==> src/rtl/gpio_pin_bank_pkg.sv <==
package gpio_pin_bank_pkg;

  localparam int NUM_FUNC = 3;
  localparam logic [31:0] CFG_MASK = 32'h00E7_8FEF;
  localparam int LOCK_BIT = 21;
  localparam int INEN_BIT = 9;

  typedef enum logic [2:0] {
    MODE_UNSET  = 3'd0,
    MODE_OUT    = 3'd1,
    MODE_LVL_HI = 3'd2,
    MODE_LVL_LO = 3'd3,
    MODE_RISE   = 3'd4,
    MODE_FALL   = 3'd5,
    MODE_BOTH   = 3'd6,
    MODE_IN_OFF = 3'd7
  } pinMode_e;

  typedef struct packed {
    logic wr;   // write strobe
    logic rd;   // read strobe
    logic hit;  // address falls on an implemented pin
  } busStrobe_t;

endpackage

==> src/rtl/gpio_bank_ctrl.sv <==
module gpio_bank_ctrl
  import gpio_pin_bank_pkg::*;
#(
  parameter int NUM_PINS = 32,
  parameter int ADDR_W   = 11,
  localparam int PIN_W   = (NUM_PINS > 1) ? $clog2(NUM_PINS) : 1,
  localparam int WORD_W  = ADDR_W - 2
) (
  input  logic              clk,
  input  logic              rstN,
  input  logic              busWrEn,
  input  logic              busRdEn,
  input  logic [ADDR_W-1:0] busAddr,
  output busStrobe_t        strb,
  output logic [PIN_W-1:0]  pinIdx,
  output logic              rdValid
);

  logic [WORD_W-1:0] wordIdx;
  logic              addrUnused;

  assign wordIdx    = busAddr[ADDR_W-1:2];
  assign addrUnused = ^busAddr[1:0];
  assign pinIdx     = wordIdx[PIN_W-1:0];

  always_comb begin
    strb.wr  = busWrEn;
    strb.rd  = busRdEn;
    strb.hit = (wordIdx < WORD_W'(NUM_PINS));
  end

  always_ff @(posedge clk or negedge rstN) begin
    if (!rstN) rdValid <= 1'b0;
    else       rdValid <= busRdEn;
  end

  // read data valid exactly one cycle after the strobe
  p_rd_latency_r2: assert property (@(posedge clk) disable iff (!rstN)
    busRdEn |=> rdValid);
  p_rd_quiet_r2: assert property (@(posedge clk) disable iff (!rstN)
    !busRdEn |=> !rdValid);

endmodule

==> src/rtl/gpio_bank_dp.sv <==
module gpio_bank_dp
  import gpio_pin_bank_pkg::*;
#(
  parameter int NUM_PINS = 32,
  localparam int PIN_W   = (NUM_PINS > 1) ? $clog2(NUM_PINS) : 1
) (
  input  logic                     clk,
  input  logic                     rstN,
  input  busStrobe_t               strb,
  input  logic [PIN_W-1:0]         pinIdx,
  input  logic [31:0]              wrData,
  input  logic [NUM_PINS-1:0]      padIn,
  input  logic [NUM_FUNC*NUM_PINS-1:0] periphOut,
  input  logic [NUM_FUNC*NUM_PINS-1:0] periphOe,
  output logic [NUM_PINS-1:0]      padOut,
  output logic [NUM_PINS-1:0]      padOe,
  output logic [NUM_FUNC*NUM_PINS-1:0] periphIn,
  output logic [2*NUM_PINS-1:0]    padPull,
  output logic [2*NUM_PINS-1:0]    padDrive0,
  output logic [2*NUM_PINS-1:0]    padDrive1,
  output logic [NUM_PINS-1:0]      padSchmitt,
  output logic [NUM_PINS-1:0]      padInEn,
  output logic [3*NUM_PINS-1:0]    irqMode,
  output logic [3*NUM_PINS-1:0]    irqGroup,
  output logic [NUM_PINS-1:0]      padSync,
  output logic [31:0]              rdData
);

  logic [31:0] rdWord [NUM_PINS];

  for (genvar i = 0; i < NUM_PINS; i++) begin : g_pin
    localparam int PB = i * NUM_FUNC;

    logic [31:0] cfgQ;
    logic        meta1Q;
    logic        sync2Q;
    logic        wrSel;
    pinMode_e    mode;
    logic [1:0]  func;
    logic        isOut;

    assign wrSel = strb.wr && strb.hit && (pinIdx == PIN_W'(i));

    always_ff @(posedge clk or negedge rstN) begin
      if (!rstN)                        cfgQ <= '0;
      else if (wrSel && !cfgQ[LOCK_BIT]) cfgQ <= wrData & CFG_MASK;
    end

    always_ff @(posedge clk or negedge rstN) begin
      if (!rstN) begin
        meta1Q <= 1'b0;
        sync2Q <= 1'b0;
      end else begin
        meta1Q <= padIn[i];
        sync2Q <= meta1Q;
      end
    end

    assign mode  = pinMode_e'(cfgQ[3:1]);
    assign func  = cfgQ[6:5];
    assign isOut = (mode == MODE_OUT);

    always_comb begin
      case (func)
        2'd0: begin
          padOut[i] = isOut & cfgQ[0];
          padOe[i]  = isOut;
        end
        2'd1: begin
          padOut[i] = periphOut[PB];
          padOe[i]  = periphOe[PB];
        end
        2'd2: begin
          padOut[i] = periphOut[PB + 1];
          padOe[i]  = periphOe[PB + 1];
        end
        default: begin
          padOut[i] = periphOut[PB + 2];
          padOe[i]  = periphOe[PB + 2];
        end
      endcase
    end

    for (genvar k = 0; k < NUM_FUNC; k++) begin : g_fn
      assign periphIn[PB + k] = sync2Q & cfgQ[INEN_BIT] & (func == 2'(k + 1));
    end

    assign padPull[2*i +: 2]   = cfgQ[8:7];
    assign padDrive0[2*i +: 2] = cfgQ[11:10];
    assign padDrive1[2*i +: 2] = cfgQ[23:22];
    assign padSchmitt[i]       = cfgQ[15];
    assign padInEn[i]          = cfgQ[INEN_BIT];
    assign irqGroup[3*i +: 3]  = cfgQ[18:16];
    assign irqMode[3*i +: 3]   = (mode == MODE_UNSET) ? MODE_IN_OFF : mode;
    assign padSync[i]          = sync2Q;
    assign rdWord[i]           = {cfgQ[31:1], isOut ? cfgQ[0] : sync2Q};

    // a locked word never changes
    p_lock_hold_r9: assert property (@(posedge clk) disable iff (!rstN)
      $past(cfgQ[LOCK_BIT]) |-> $stable(cfgQ));
    // an accepted write lands masked
    p_write_masked_r3: assert property (@(posedge clk) disable iff (!rstN)
      $past(wrSel && !cfgQ[LOCK_BIT]) |-> (cfgQ == ($past(wrData) & CFG_MASK)));
    // detection block never sees the unset code
    p_mode_norm_r11: assert property (@(posedge clk) disable iff (!rstN)
      irqMode[3*i +: 3] != 3'd0);
    // peripheral inputs stay quiet without input enable
    p_periph_gate_r8: assert property (@(posedge clk) disable iff (!rstN)
      !padInEn[i] |-> (periphIn[PB +: NUM_FUNC] == '0));
  end

  always_ff @(posedge clk or negedge rstN) begin
    if (!rstN)        rdData <= '0;
    else if (strb.rd) rdData <= strb.hit ? rdWord[pinIdx] : 32'd0;
  end

  // unimplemented words read as zero
  p_oor_zero_r2: assert property (@(posedge clk) disable iff (!rstN)
    (strb.rd && !strb.hit) |=> (rdData == 32'd0));

endmodule

==> src/rtl/gpio_pin_bank.sv <==
module gpio_pin_bank
  import gpio_pin_bank_pkg::*;
#(
  parameter int NUM_PINS = 32,
  parameter int ADDR_W   = 11,
  localparam int PIN_W   = (NUM_PINS > 1) ? $clog2(NUM_PINS) : 1,
  localparam int FN_W    = NUM_FUNC * NUM_PINS
) (
  input  logic                  clk,
  input  logic                  rstN,
  input  logic                  busWrEn,
  input  logic                  busRdEn,
  input  logic [ADDR_W-1:0]     busAddr,
  input  logic [31:0]           busWrData,
  output logic [31:0]           busRdData,
  output logic                  busRdValid,
  input  logic [NUM_PINS-1:0]   padIn,
  output logic [NUM_PINS-1:0]   padOut,
  output logic [NUM_PINS-1:0]   padOe,
  input  logic [FN_W-1:0]       periphOut,
  input  logic [FN_W-1:0]       periphOe,
  output logic [FN_W-1:0]       periphIn,
  output logic [2*NUM_PINS-1:0] padPull,
  output logic [2*NUM_PINS-1:0] padDrive0,
  output logic [2*NUM_PINS-1:0] padDrive1,
  output logic [NUM_PINS-1:0]   padSchmitt,
  output logic [NUM_PINS-1:0]   padInEn,
  output logic [3*NUM_PINS-1:0] irqMode,
  output logic [3*NUM_PINS-1:0] irqGroup,
  output logic [NUM_PINS-1:0]   irqLevel
);

  busStrobe_t       strb;
  logic [PIN_W-1:0] pinIdx;

  gpio_bank_ctrl #(.NUM_PINS(NUM_PINS), .ADDR_W(ADDR_W)) u_ctrl (
    .clk     (clk),
    .rstN    (rstN),
    .busWrEn (busWrEn),
    .busRdEn (busRdEn),
    .busAddr (busAddr),
    .strb    (strb),
    .pinIdx  (pinIdx),
    .rdValid (busRdValid)
  );

  gpio_bank_dp #(.NUM_PINS(NUM_PINS)) u_dp (
    .clk        (clk),
    .rstN       (rstN),
    .strb       (strb),
    .pinIdx     (pinIdx),
    .wrData     (busWrData),
    .padIn      (padIn),
    .periphOut  (periphOut),
    .periphOe   (periphOe),
    .padOut     (padOut),
    .padOe      (padOe),
    .periphIn   (periphIn),
    .padPull    (padPull),
    .padDrive0  (padDrive0),
    .padDrive1  (padDrive1),
    .padSchmitt (padSchmitt),
    .padInEn    (padInEn),
    .irqMode    (irqMode),
    .irqGroup   (irqGroup),
    .padSync    (irqLevel),
    .rdData     (busRdData)
  );

endmodule

==> config.mk <==
export PLATFORM = sky130hd
export DESIGN_NAME = gpio_pin_bank
export DESIGN_NICKNAME = d
export VERILOG_FILES = /design/src/rtl/gpio_pin_bank_pkg.sv /design/src/rtl/gpio_bank_ctrl.sv /design/src/rtl/gpio_bank_dp.sv /design/src/rtl/gpio_pin_bank.sv
export SDC_FILE = /design/constraint.sdc
export NUM_CORES = 1
export LEC_CHECK = 0
export BUFFER_PORTS_ARGS = -buffer_cell sky130_fd_sc_hd__buf_2
export CORE_AREA = 2 2 364 366
export CTS_BUF_LIST = sky130_fd_sc_hd__clkbuf_4
export DETAILED_ROUTE_END_ITERATION = 7
export DIE_AREA = 0 0 366 368
export HOLD_SLACK_MARGIN = 0.15
export PLACE_DENSITY = 0.45
export RECOVER_POWER = 50
export REMOVE_ABC_BUFFERS = 1
export SETUP_SLACK_MARGIN = 0.02
export SYNTH_ARGS = -nofsm -noshare
export SYNTH_HDL_FRONTEND = slang
export SYNTH_HIERARCHICAL = 1
export SYNTH_SLANG_ARGS = --single-unit
==> constraint.sdc <==
create_clock -name clk -period 1.7 [get_ports clk]
set_input_delay 0 -clock clk [delete_from_list [all_inputs] [get_ports clk]]
set_output_delay 0 -clock clk [all_outputs]
set_load 0.03 [all_outputs]
---- Yosys cells after proc, flatten, opt, wreduce, memory -nomap -nowiden ----
Index checks and enable logic that the tools add are counted.
cells by class
  bitwise operators ....................... 161
  magnitude comparators ................... 2
  mux-type cells .......................... 132
  equal/unequal tests ..................... 159
  reduce and logical (&&, ||, !) cells .... 162
operators with widths
  operator                                                               count
  1-bit one-hot mux with 3 select lines                                  64
  1-bit bitwise AND                                                      160
  32-bit binary-select mux with 5-bit select                             1
  2-bit equality test, second input constant                             64
  3-bit by 1-bit equality test with 1-bit output, second input constant  32
  3-bit zero test                                                        32
  3-bit 2-to-1 mux                                                       32
  32-bit 2-to-1 mux                                                      3
  5-bit equality test, second input constant                             16
  1-bit logical AND                                                      65
  2-bit by 1-bit equality test with 1-bit output, second input constant  32
  2-bit zero test                                                        32
  5-bit by 4-bit equality test with 1-bit output, second input constant  8
  1-bit zero test                                                        32
  1-bit 2-to-1 mux                                                       32
  5-bit by 3-bit equality test with 1-bit output, second input constant  4
  5-bit by 2-bit equality test with 1-bit output, second input constant  2
  9-bit by 6-bit < comparator with 1-bit output, second input constant   1
  6-bit >= comparator, second input constant                             1
  5-bit inverter with 6-bit output                                       1
  5-bit by 1-bit equality test with 1-bit output, second input constant  1
  5-bit zero test                                                        1
word-level totals
  register bits ........................... 673
  output and inout port bits .............. 673
  logic and storage cells ................. 714
  input bits .............................. 271

---- Longest topological paths before layout ----
Gate-level depths: netlist (run 1).
  depth in word-level cells ............... 6
  mapped depth ............................ 11

---- Cells and area by module ----
The synthesis (run 1) kept the hierarchy.
modules (own cells, without submodules)
  module          seq. area each (um^2)  cells each  instances  area an instance (um^2)
  gpio_bank_dp    16465.8                2634        1          35119.9
  gpio_bank_ctrl  25.0                   9           1          90.1

---- Least setup slack after synthesis (run 1) ----
OpenSTA, ideal clock, no wires.
  path type ............................... input-to-reg
  start ................................... input busAddr[10]
  end ..................................... register u_dp.g_pin[29].cfgQ[10]
  required time ........................... 1.572 ns
  setup time .............................. 0.128 ns
  stages .................................. 7
  arrival time ............................ 1.856 ns
  slack ................................... -0.284 ns
  cells stage by stage .................... nor4_2 -> and3_1 -> buf_4 -> nand3_2 -> nor3_4 -> buf_2 -> mux2_1
on the way
  longest elaborated chain between the ends .. 4
ends and longest elaborated chain
  what                                           RTL line              RTL
  start: declaration                             gpio_pin_bank.sv:13   input logic [ADDR_W-1:0] busAddr,
  9-bit by 6-bit < comparator with 1-bit output  gpio_bank_ctrl.sv:29  strb.hit = (wordIdx < WORD_W'(NUM_PINS));
  1-bit logical AND (2 in a row)                 gpio_bank_dp.sv:42    assign wrSel = strb.wr && strb.hit && (pinIdx == PIN_W'(i));
  1-bit logical AND                              gpio_bank_dp.sv:46    else if (wrSel && !cfgQ[LOCK_BIT]) cfgQ <= wrData & CFG_MASK;
  end signal: assignment                         gpio_bank_dp.sv:46
  end: declaration                               gpio_bank_dp.sv:34    logic [31:0] cfgQ;
Every way passes these cells.
A chain may end at the register's enable or synchronous reset.

---- Worst setup path in the final report (run 1) ----
  start ................................... register u_dp.g_pin[6].cfgQ[1]
  end ..................................... output padOut[6]
on the way
  longest elaborated chain between the ends .. 3
ends and longest elaborated chain
  what                                            RTL line             RTL
  start: declaration                              gpio_bank_dp.sv:34
  start signal: assignment                        gpio_bank_dp.sv:46
  3-bit by 1-bit equality test with 1-bit output  gpio_bank_dp.sv:61   assign isOut = (mode == MODE_OUT);
  1-bit bitwise AND                               gpio_bank_dp.sv:66   padOut[i] = isOut & cfgQ[0];
  1-bit one-hot mux with 3 select lines           gpio_bank_dp.sv:64   case (func)
  end: declaration                                gpio_pin_bank.sv:18  output logic [NUM_PINS-1:0] padOut,
Every way passes these cells.

==> run_results.csv, run 1 <==
group,metric,value,unit
timing,tns,-531400,ps
run_status,status,"finished, violations left",
min_path,worstHoldStart,"busAddr[7]",
detailed_routing,drt-initial-drc-count,1452,
timing,fin_crit_sh,153,%
logic_synthesis,syn_inst,2643,
clocking,clk_latency,1170,ps
setup_path,required,1700,ps
run_status,violations,"negative hold slack, negative setup slack",
timing,worstMarginPinSlew,1100,ps
timing,finalHoldViolCount,6,
global_routing,grt_pass1_wl,235000,um
global_routing,antenna_found_initial,14,
final_layout,fill_cells,11975,
clocking,numClockSinks,659,
setup_path,cp-start-kind,"flip-flop",
logic_synthesis,synth-edff-count,0,
job,maxCapViolCount,0,
setup_path,end_kind,"output pin",
placed_design,place_inst,5589,
final_layout,fin_cells,6556,
setup_path,arrival,2600,ps
detailed_routing,vias,30571,
clocking,h-tree-depth,4,
placed_design,place_hpwl,118000,um
global_routing,grt_max_degree,77,
timing,finalMaxSlewViolations,0,
timing,skew,88.7,ps
setup_path,crit_fanout,2,
timing,period_minus_slack,2600,ps
logic_synthesis,ys_ff_latch,659,
logic_synthesis,synth_common_cells,"dfrtp_1 (659), buf_4 (412), mux2_1 (272)",
final_layout,layout.nets,4922,
logic_synthesis,yosysTopAreaCell,"dfrtp_1",
logic_synthesis,yosysMostFrequentCell,"dfrtp_1",
pwr,powerDensity,647,nW/um^2
floorplanning,dieArea,135000,sq um
logic_synthesis,synthArstFlopShare,100,%
logic_synthesis,netlist_top_cells_area,"dfrtp_1 (47%), mux4_2 (14%), buf_4 (8.8%)",
detailed_routing,avgViaCountPerCell,4.66,
logic_synthesis,seq_area_frac_synth,46.8,%
placed_design,gp_congestion,0.897,
setup_path,crit_start,"u_dp/g_pin[6].cfgQ[1]",
timing,rsz0062_at_grt,"true",
clocking,cts-root-buf,"clkbuf_4",
clocking,tritoncts,"yes",
detailed_routing,drc,0,
detailed_routing,finalWirelength,166000,um
clocking,clk_pin_slew,70,ps
final_layout,syn2layout_area_growth,74.8,%
global_routing,overflow,0,
final_layout,drive_above_1_share,70.7,%
detailed_routing,drtAntennaViolNets,0,
timing,fin_ws,-895,ps
setup_path,rr_startpoint,"u_dp/g_pin[25].cfgQ[3]",
placed_design,portBuffers,913,
logic_synthesis,yosys_most_used_dff,"dfrtp_1",
detailed_routing,drtPass1Iterations,5,
timing,timing.slew.headroom,26.4,%
global_routing,gr-usage-all-layers,24.1,%
min_path,min_path_type,"in2reg",
timing,holdWs,-10.3,ps
logic_synthesis,ys.warnings.count,6,
logic_synthesis,avgSynthCellArea,13.3,sq um
logic_synthesis,yosysTopAreaCellShare,46.8,%
timing,setup_viol,1769,
timing,fmax,385,MHz
detailed_routing,avgRoutedWirePerCell,25.3,um
floorplanning,coreArea,131000,sq um
pwr,p_leak,30.1,nW
floorplanning,fp-row-count,133,
clocking,cts_buffers,196,
logic_synthesis,netlist_area,35200,sq um
final_layout,fin_util,47.1,%
setup_path,criticalPathCategory,"reg2out",
global_routing,grt_pass1_vias,32820,
logic_synthesis,ys_types,51,
floorplanning,initial_core_util,26.9,%
floorplanning,die_h,368,um
pwr,ir_worst_vdd,0.000613,V
floorplanning,die_w,366,um
clocking,max-clock-path-buffers,3,
floorplanning,io_pins,944,
==> logic make-up (layout without fill, tap and decap cells) <==
family / count (synthesis) / count (layout) / synth area share, %
mux: 782 / 782 / 32.0
flops: 659 / 659 / 46.8
buf+inv: 619 / 2754 / 11.4
simple gates: 391 / 391 / 5.85
compound gates: 191 / 191 / 3.93
other cells: 1 / 24 / 0.0107
==> layer usage <==
metal  GRT usage, %  routed length [um]
met5              0                   0
met2           41.6               83900
met1           29.6               67400
met4           8.84                6060
met3           4.93                8710
==> stage by stage <==
stage / total power (W) / area (sq um) / setup slack [ps]
floorplan: 0.0189 / 31400 / -446
global placement: 0.0224 / 45300 / -817
detailed placement: 0.0224 / 45300 / -929
CTS: 0.0402 / 59700 / -1060
global route: 0.0417 / 61500 / -1090
finish: 0.0398 / 61600 / -895
==> worst max-delay path, cell delays in order (launching register included) <==
cell and delay (ps):
dfrtp_1 400, nor3b_4 170, and2_4 150, buf_6 100, mux4_2 460, buf_6 150
==> path summary, 6_finish.rpt <==
| path | endpoint | cells after the start | slack (ps) |
|---|---|---|---|
| max | padOut[6] | 5 | -900 |
| min | u_dp/g_pin[22].cfgQ[16] | 8 | -10 |
| max reg2reg | u_dp/rdData[3] | 8 | -560 |
| min reg2reg | u_dp/g_pin[1].sync2Q | 0 | 280 |
| max in group asynchronous | u_dp/g_pin[29].cfgQ[6] | 7 | -350 |
| min in group asynchronous | u_dp/g_pin[8].cfgQ[17] | 5 | 920 |
==> sequential cells by signal, indices dropped and copies added, names as in the netlist <==
register           count
u_dp/g_pin.meta1Q     32
u_dp/rdData           18
u_dp/g_pin.sync2Q     32
u_dp/g_pin.cfgQ      576
u_ctrl/rdValid         1
==> power by group <==
| part | switching [W] | internal, W |
|---|---|---|
| logic | 0.00398 | 0.00381 |
| clock network | 0.00763 | 0.00794 |
| registers | 0.000351 | 0.0161 |
==> cell type report <==
| type | count | area [sq um] | share of cell area, % |
|---|---|---|---|
| clock buffers | 290 | 2180 | 3.54 |
| repair buffers | 2365 | 23200 | 37.7 |
| multi-input cells | 1378 | 16900 | 27.4 |
| diodes | 10 | 25.0 | 0.0407 |
| inverters | 51 | 240 | 0.390 |
| well taps | 1755 | 2200 | 3.57 |
| clock inverters | 48 | 278 | 0.451 |
| flip-flops and latches | 659 | 16500 | 26.8 |
==> placed cells by master, fill, tap and decap left out, types with 30 or more instances in the layout <==
master,n
mux2_1,272
or2_4,30
o21bai_4,38
mux4_2,222
buf_8,33
dlygate4sd3_1,156
nand2_1,44
buf_4,645
o21bai_1,32
dfrtp_1,631
clkinv_1,30
nor2_4,60
buf_12,75
clkbuf_4,290
buf_2,249
mux2_2,258
buf_6,1200
==> timing repair <==
item / CTS / global route
resized for setup: 2188 / 295
hold buffers: 171 / 6
pin swaps: 153 / 119
setup endpoints to repair: 688 / 1239
setup buffers: 360 / 128
hold endpoints to repair: 1286 / 372
No activity file was read; power rests on OpenSTA's default activity.
==> run 2, diff against run 1 <==
--- a/config.mk
+++ b/config.mk
@@ -6,12 +6,12 @@
 export NUM_CORES = 1
 export LEC_CHECK = 0
 export BUFFER_PORTS_ARGS = -buffer_cell sky130_fd_sc_hd__buf_2
-export CORE_AREA = 2 2 364 366
+export CORE_AREA = 2 2 371 373
 export CTS_BUF_LIST = sky130_fd_sc_hd__clkbuf_4
 export DETAILED_ROUTE_END_ITERATION = 7
-export DIE_AREA = 0 0 366 368
+export DIE_AREA = 0 0 373 375
 export HOLD_SLACK_MARGIN = 0.15
-export PLACE_DENSITY = 0.45
+export PLACE_DENSITY = 0.44
 export RECOVER_POWER = 50
 export REMOVE_ABC_BUFFERS = 1
 export SETUP_SLACK_MARGIN = 0.02
==> constraint.sdc (replaced) <==
create_clock -name clk -period 1.7 [get_ports clk]
set_input_delay 0 -clock clk [delete_from_list [all_inputs] [get_ports clk]]
set_output_delay 0 -clock clk [all_outputs]
set_load 0.01 [all_outputs]
==> run 2 against run 1 <==
Effect of this change: the run ends with negative setup slack left; clock skew increased by 5.9 ps; routed wire length increased by 1.4%; global-route usage decreased by 0.52 points; setup slack got worse by 280 ps; largest power group unchanged.
==> run_results.csv, run 2 (synthesis results as in run 1) <==
group,metric,value,unit
detailed_routing,vias,30455,
setup_path,crit_top_cell,"buf_12",
clocking,numClockSinks,659,
global_routing,gr-usage-all-layers,23.6,%
timing,setup_viol,1846,
timing,holdWs,108,ps
global_routing,antenna_found_initial,13,
timing,period_minus_slack,2880,ps
run_status,status,"finished, violations left",
detailed_routing,avgRoutedWirePerCell,25.5,um
final_layout,fill_cells,12716,
placed_design,gp_congestion,0.853,
detailed_routing,drc,0,
final_layout,largest_reg_flops,576,
detailed_routing,avgViaCountPerCell,4.62,
final_layout,drive_above_1_share,69.8,%
timing,finalHoldViolCount,0,
global_routing,overflow,0,
detailed_routing,wl_met2,85000,um
clocking,clk_latency,1220,ps
timing,fmax,347,MHz
clocking,tritoncts,"yes",
setup_path,arrival,3940,ps
placed_design,portBuffers,913,
final_layout,reg_top3,"u_dp/g_pin.cfgQ: 576 flops, u_dp/g_pin.meta1Q: 32 flops, u_dp/g_pin.sync2Q: 32 flops",
timing,skew,94.7,ps
min_path,hold-path-endpoint,"u_dp/rdData[0]",
setup_path,worst_r2r_endpoint,"u_dp/rdData[3]",
setup_path,slowest_stage,"dlygate4sd3_1",
floorplanning,die_h,375,um
timing,fin_ws,-1180,ps
setup_path,crit_chain,"buf_8 -> dlygate4sd3_1 -> buf_12 -> nand2b_2 -> buf_12 -> buf_12 -> dlygate4sd3_1 -> or3_2 -> buf_12 -> mux2_1",
clocking,cts-root-buf,"clkbuf_4",
min_path,worstHoldStart,"busAddr[8]",
setup_path,end_kind,"flip-flop",
setup_path,required,2760,ps
timing,fin_crit_sh,169,%
clocking,h-tree-depth,4,
final_layout,layout.nets,4926,
floorplanning,dieArea,140000,sq um
pwr,p_leak,30.0,nW
detailed_routing,top_layer,"met5",
final_layout,final_common_cell,"buf_6",
clocking,cts_buffers,201,
clocking,max-clock-path-buffers,3,
min_path,min_path_type,"in2reg",
global_routing,grt_max_degree,51,
setup_path,crit_fanout,17,
timing,rsz0062_at_grt,"true",
detailed_routing,met1_length,68400,um
final_layout,syn2layout_area_growth,72.6,%
detailed_routing,route.met3.wl,9400,um
detailed_routing,drtPass1Iterations,7,
setup_path,criticalPathCategory,"in2reg",
floorplanning,io_pins,944,
timing,timing.slew.headroom,18.4,%
timing,finalMaxSlewViolations,0,
global_routing,grt_pass1_wl,236000,um
floorplanning,die_w,373,um
detailed_routing,finalWirelength,168000,um
final_layout,final_cell_mix,"buf_6 (1144), dfrtp_1 (644), buf_4 (563), buf_2 (393), clkbuf_4 (280)",
min_path,hold_depth,6,
setup_path,rr_startpoint,"u_dp/g_pin[17].cfgQ[3]",
timing,worstMarginPinSlew,1220,ps
detailed_routing,drt-initial-drc-count,1480,
clocking,clk_pin_slew,60,ps
setup_path,reg2reg_depth,8,
floorplanning,initial_core_util,25.8,%
pwr,ir_worst_vdd,0.000647,V
floorplanning,coreArea,136000,sq um
placed_design,place_hpwl,121000,um
run_status,violations,"negative setup slack",
setup_path,reg2reg_slack,-610,ps
setup_path,max_stage_delay,1260,ps
placed_design,place_ws,-1300,ps
final_layout,max_flop_register,"u_dp/g_pin.cfgQ",
job,maxCapViolCount,0,
floorplanning,fp-row-count,136,
setup_path,cp-start-kind,"primary input",
detailed_routing,drtAntennaViolNets,0,
pwr,powerDensity,638,nW/um^2
global_routing,grt_pass1_vias,32294,
-- run 2: cell types whose count changed in the layout (fill, tap and decap cells not counted), sizes merged --
cell,change
inv,+2
bufbuf,+1
clkinvlp,-5
clkinv,+7
buf,-4
diode,+3
dlymetal6s2s,-1
dlygate4sd3,+1
bufinv,+1
clkbuf,-8
-- run 2: critical path: cells and delay by family --
family | cells | cell delay, ps
buf+inv | 7 | 2900
mux | 1 | 320
simple gates | 2 | 670
-- run 2: final cells by class --
| type | instances | area, sq um | area share (%) |
|---|---|---|---|
| antenna | 13 | 32.5 | 0.0535 |
| clock buffer | 280 | 2100 | 3.46 |
| inverter | 51 | 240 | 0.395 |
| sequential | 659 | 16500 | 27.2 |
| clock inverter | 53 | 302 | 0.496 |
| tap | 1794 | 2240 | 3.69 |
| timing repair buffer | 2364 | 22700 | 37.4 |
| multi-input combinational | 1378 | 16600 | 27.3 |
-- run 2: worst max path at each step --
stage,startpoint,to,slack [ps],depth (start not counted)
after floorplan,busAddr[10],u_dp/g_pin[19].cfgQ[0],-450,5
after global placement,busAddr[3],u_dp/rdData[0],-1290,7
after detailed placement,busAddr[3],u_dp/rdData[0],-1300,7
after CTS,u_dp/g_pin[15].cfgQ[3],padOut[15],-1160,6
after global routing,u_dp/g_pin[15].cfgQ[3],padOut[15],-1190,6
final,busAddr[2],u_dp/g_pin[21].cfgQ[11],-1180,10
-- run 2: stage by stage --
step	power [W]	utilization [%]	std cells	TNS, ps	area [sq um]
after CTS	0.0392	43.4	6490	-535160	59200
after detailed placement	0.0217	33.4	5638	-257100	45500
final	0.0388	44.6	6592	-610170	60800
after global placement	0.0217	33.4	5638	-256780	45500
after global routing	0.0407	44.6	6586	-760500	60700
after floorplan	0.0181	-	2088	-124920	31400
-- run 2: layer usage --
metal | up-vias | track usage [%]
met5 | - | 0
met2 | 1048 | 40.4
met3 | 251 | 5.27
met1 | 15711 | 29.2
met4 | 8 | 8.10
li1 | 13437 | -
-- run 2: repair_timing --
item / 4_1_cts / 5_1_grt
gates cloned: 5 / 2
buffers inserted: 354 / 116
endpoints found under the setup margin: 714 / 1221
hold buffers: 171 / 10
pin swaps: 172 / 105
gates resized for setup: 1571 / 222
endpoints found under the hold margin: 1286 / 594
-- run 2: power breakdown --
part | total (W) | internal, W | switching [W] | leakage [nW]
Combinational | 0.00693 | 0.00374 | 0.00319 | 19.7
Sequential | 0.0165 | 0.0161 | 0.000327 | 8.91
Clock | 0.0154 | 0.00781 | 0.00757 | 1.42
Total | 0.0388 | 0.0277 | 0.0111 | 30.0
==> run 3, diff against run 2 <==
--- a/config.mk
+++ b/config.mk
@@ -5,13 +5,14 @@
 export SDC_FILE = /design/constraint.sdc
 export NUM_CORES = 1
 export LEC_CHECK = 0
+export ABC_AREA = 1
 export BUFFER_PORTS_ARGS = -buffer_cell sky130_fd_sc_hd__buf_2
-export CORE_AREA = 2 2 371 373
+export CORE_AREA = 2 2 367 369
 export CTS_BUF_LIST = sky130_fd_sc_hd__clkbuf_4
 export DETAILED_ROUTE_END_ITERATION = 7
-export DIE_AREA = 0 0 373 375
+export DIE_AREA = 0 0 369 371
 export HOLD_SLACK_MARGIN = 0.15
-export PLACE_DENSITY = 0.44
+export PLACE_DENSITY = 0.43
 export RECOVER_POWER = 50
 export REMOVE_ABC_BUFFERS = 1
 export SETUP_SLACK_MARGIN = 0.02
==> run 3 against run 2 <==
Effect of this change: utilization decreased by 1.3 points; clock skew decreased by 13 ps; fmax increased by 17%; the flow still finishes with violations (negative setup slack); hold slack improved by 120 ps; sequential share of layout area increased by 1.8 points; first-iteration DRC count increased by 75%; clock power about the same; non-clock buffer count decreased by 184.
==> run_results.csv, run 3 <==
group,metric,value,unit
run_status,status,"finished, violations left",
run_status,violations,"negative setup slack",
clocking,tritoncts,"yes",
floorplanning,coreArea,133000,sq um
timing,setup_viol,1257,
placed_design,portBuffers,913,
timing,fin_ws,-752,ps
global_routing,antenna_found_initial,17,
detailed_routing,avgRoutedWirePerCell,24.8,um
logic_synthesis,ys_ff_latch,659,
timing,fmax,408,MHz
clocking,clk_latency,1240,ps
detailed_routing,drtAntennaViolNets,0,
setup_path,arrival,2450,ps
setup_path,crit_chain,"buf_6 -> nand2_4 -> inv_4 -> a221oi_4 -> buf_4 -> nand2_2 -> buf_6",
floorplanning,dieArea,137000,sq um
detailed_routing,drtPass1Iterations,6,
timing,fin_crit_sh,144,%
timing,finalMaxSlewViolations,0,
clocking,h-tree-depth,4,
logic_synthesis,syn_inst,4109,
job,maxCapViolCount,0,
setup_path,crit_start,"u_dp/g_pin[17].cfgQ[5]",
setup_path,cp-start-kind,"flip-flop",
clocking,clk_pin_slew,60,ps
logic_synthesis,ys_types,35,
logic_synthesis,synthArstFlopShare,100,%
logic_synthesis,yosysTopAreaCellShare,48.7,%
setup_path,crit_fanout,5,
final_layout,final_cell_mix,"nand2_1 (811), buf_6 (697), buf_4 (696), dfrtp_1 (541), buf_2 (531)",
setup_path,reg2reg_depth,9,
timing,tns,-275800,ps
global_routing,grt_max_degree,94,
final_layout,max_flop_register,"u_dp/g_pin.cfgQ",
setup_path,rr_startpoint,"u_dp/g_pin[16].cfgQ[5]",
setup_path,max_stage_delay,390,ps
detailed_routing,vias,37509,
setup_path,critical_path.endpoint,"padOe[17]",
floorplanning,die_w,369,um
global_routing,gr-usage-all-layers,26.7,%
setup_path,required,1700,ps
timing,finalHoldViolCount,0,
final_layout,fin_area,57400,sq um
pwr,ir_worst_vdd,0.000539,V
placed_design,gp_congestion,0.890,
floorplanning,io_pins,944,
final_layout,layout.nets,6131,
logic_synthesis,ys.warnings.count,6,
logic_synthesis,avgSynthCellArea,8.24,sq um
logic_synthesis,synth-edff-count,0,
placed_design,placed_cell_area,41000,sq um
logic_synthesis,seq_area_frac_synth,48.7,%
detailed_routing,drc,0,
global_routing,overflow,0,
setup_path,end_kind,"output pin",
setup_path,reg2reg_slack,-120,ps
detailed_routing,drt-initial-drc-count,2583,
clocking,cts-root-buf,"clkbuf_4",
setup_path,criticalPathCategory,"reg2out",
final_layout,drive_above_1_share,51.3,%
logic_synthesis,yosys_most_used_dff,"dfrtp_1",
setup_path,slowest_stage,"dfrtp_1",
clocking,max-clock-path-buffers,3,
timing,period_minus_slack,2450,ps
floorplanning,die_h,371,um
final_layout,largest_reg_flops,576,
floorplanning,initial_core_util,25.5,%
final_layout,fin_util,43.2,%
timing,worstMarginPinSlew,960,ps
logic_synthesis,netlist_top_cells_area,"dfrtp_1 (49%), nand2_1 (10%), o21ai_0 (9.3%)",
clocking,cts_buffers,197,
logic_synthesis,netlist_area,33900,sq um
placed_design,place_hpwl,138000,um
clocking,numClockSinks,659,
timing,rsz0062_at_grt,"true",
global_routing,grt_pass1_wl,264000,um
timing,skew,81.2,ps
pwr,powerDensity,595,nW/um^2
logic_synthesis,yosysTopAreaCell,"dfrtp_1",
logic_synthesis,yosysMostFrequentCell,"nand2_1",
setup_path,crit_top_cell,"buf_6",
pwr,p_leak,27.8,nW
final_layout,syn2layout_area_growth,69.6,%
setup_path,worst_r2r_endpoint,"u_dp/rdData[5]",
detailed_routing,avgViaCountPerCell,4.83,
global_routing,grt_pass1_vias,36605,
final_layout,reg_top3,"u_dp/g_pin.cfgQ: 576 flops, u_dp/g_pin.meta1Q: 32 flops, u_dp/g_pin.sync2Q: 32 flops",
detailed_routing,finalWirelength,192000,um
final_layout,final_common_cell,"nand2_1",
floorplanning,fp-row-count,134,
logic_synthesis,synth_common_cells,"nand2_1 (902), dfrtp_1 (659), o21ai_0 (627)",
min_path,min_path_type,"in2reg",
timing,timing.slew.headroom,36.0,%
[run 3: cell count changes in the layout (fill, tap and decap cells not counted), moves of 95 or more]
cell / change
mux2_2: -259
mux2_1: -271
nand2_1: +765
buf_2: +138
inv_1: +146
nand3_1: +95
a22oi_1: +160
buf_4: +133
dfrtp_1: -103
dfrtp_2: +103
inv_2: +106
buf_6: -447
mux4_2: -222
o21ai_0: +510
[run 3: worst min-delay path by stage]
stage	from	endpoint	depth (start not counted)
after detailed placement	rstN	u_dp/g_pin[9].cfgQ[10]	1
after global routing	busAddr[4]	u_dp/rdData[3]	9
after global placement	rstN	u_dp/g_pin[9].cfgQ[10]	1
final	busAddr[5]	u_dp/rdData[3]	10
after floorplan	rstN	u_ctrl/rdValid	0
after CTS	busAddr[4]	u_dp/rdData[21]	9
[run 3: metal layers]
metal	GRT usage, %	vias to the layer above	routed length (um)
met4	9.67	2	7550
met2	46.6	1476	94600
met3	7.36	341	15300
li1	-	17112	-
met5	0	-	11
met1	31.3	18578	74900
[run 3: per-stage QoR]
step | setup slack [ps] | instances | hold slack, ps | total power, W
after floorplan | -2690 | 3481 | -296 | 0.0166
after global placement | -689 | 6590 | -121 | 0.0186
after detailed placement | -667 | 6590 | -118 | 0.0186
after CTS | -921 | 7374 | 152 | 0.0346
after global routing | -929 | 7768 | 132 | 0.0358
final | -752 | 7771 | 227 | 0.0342
[run 3: cell type report]
cell class	instances	area, sq um
clock inverter	43	282
sequential	659	16600
antenna	20	50.0
clock buffer	279	2090
tap	1768	2210
fill	13256	75400
multi-input combinational	2503	15800
timing repair buffer	2180	19100
inverter	319	1270
[run 3: cells by family (layout without fill, tap and decap cells)]
kind of cell / after synthesis / in the layout / share of synthesized area (%)
muxes: 24 / 24 / 0.709
other: 1 / 34 / 0.0111
AOI/OAI and AO/OA: 1068 / 1068 / 17.9
DFF: 659 / 659 / 48.7
and+or+nand+nor: 1397 / 1397 / 17.3
buffers and inverters: 960 / 2821 / 15.3
[run 3: worst max-delay path: cells and delay by family (launching register included)]
kind | cells | cell delay, ps
and+or+nand+nor | 2 | 120
buffers and inverters | 4 | 480
AOI/OAI and AO/OA | 1 | 310
DFF | 1 | 390
[run 3: repair_timing]
item | 4_1_cts | 5_1_grt
pin swaps | 187 | 236
resized for setup | 1026 | 1057
endpoints found under the setup margin | 670 | 1039
setup buffers | 307 | 448
hold buffers | 169 | 3
hold endpoints to repair | 1286 | 287
[run 3: power by group]
group          switching [W]  internal (W)  total [W]
Combinational        0.00182       0.00113    0.00295
Sequential         0.0000761        0.0158     0.0158
Clock                0.00778       0.00757     0.0154
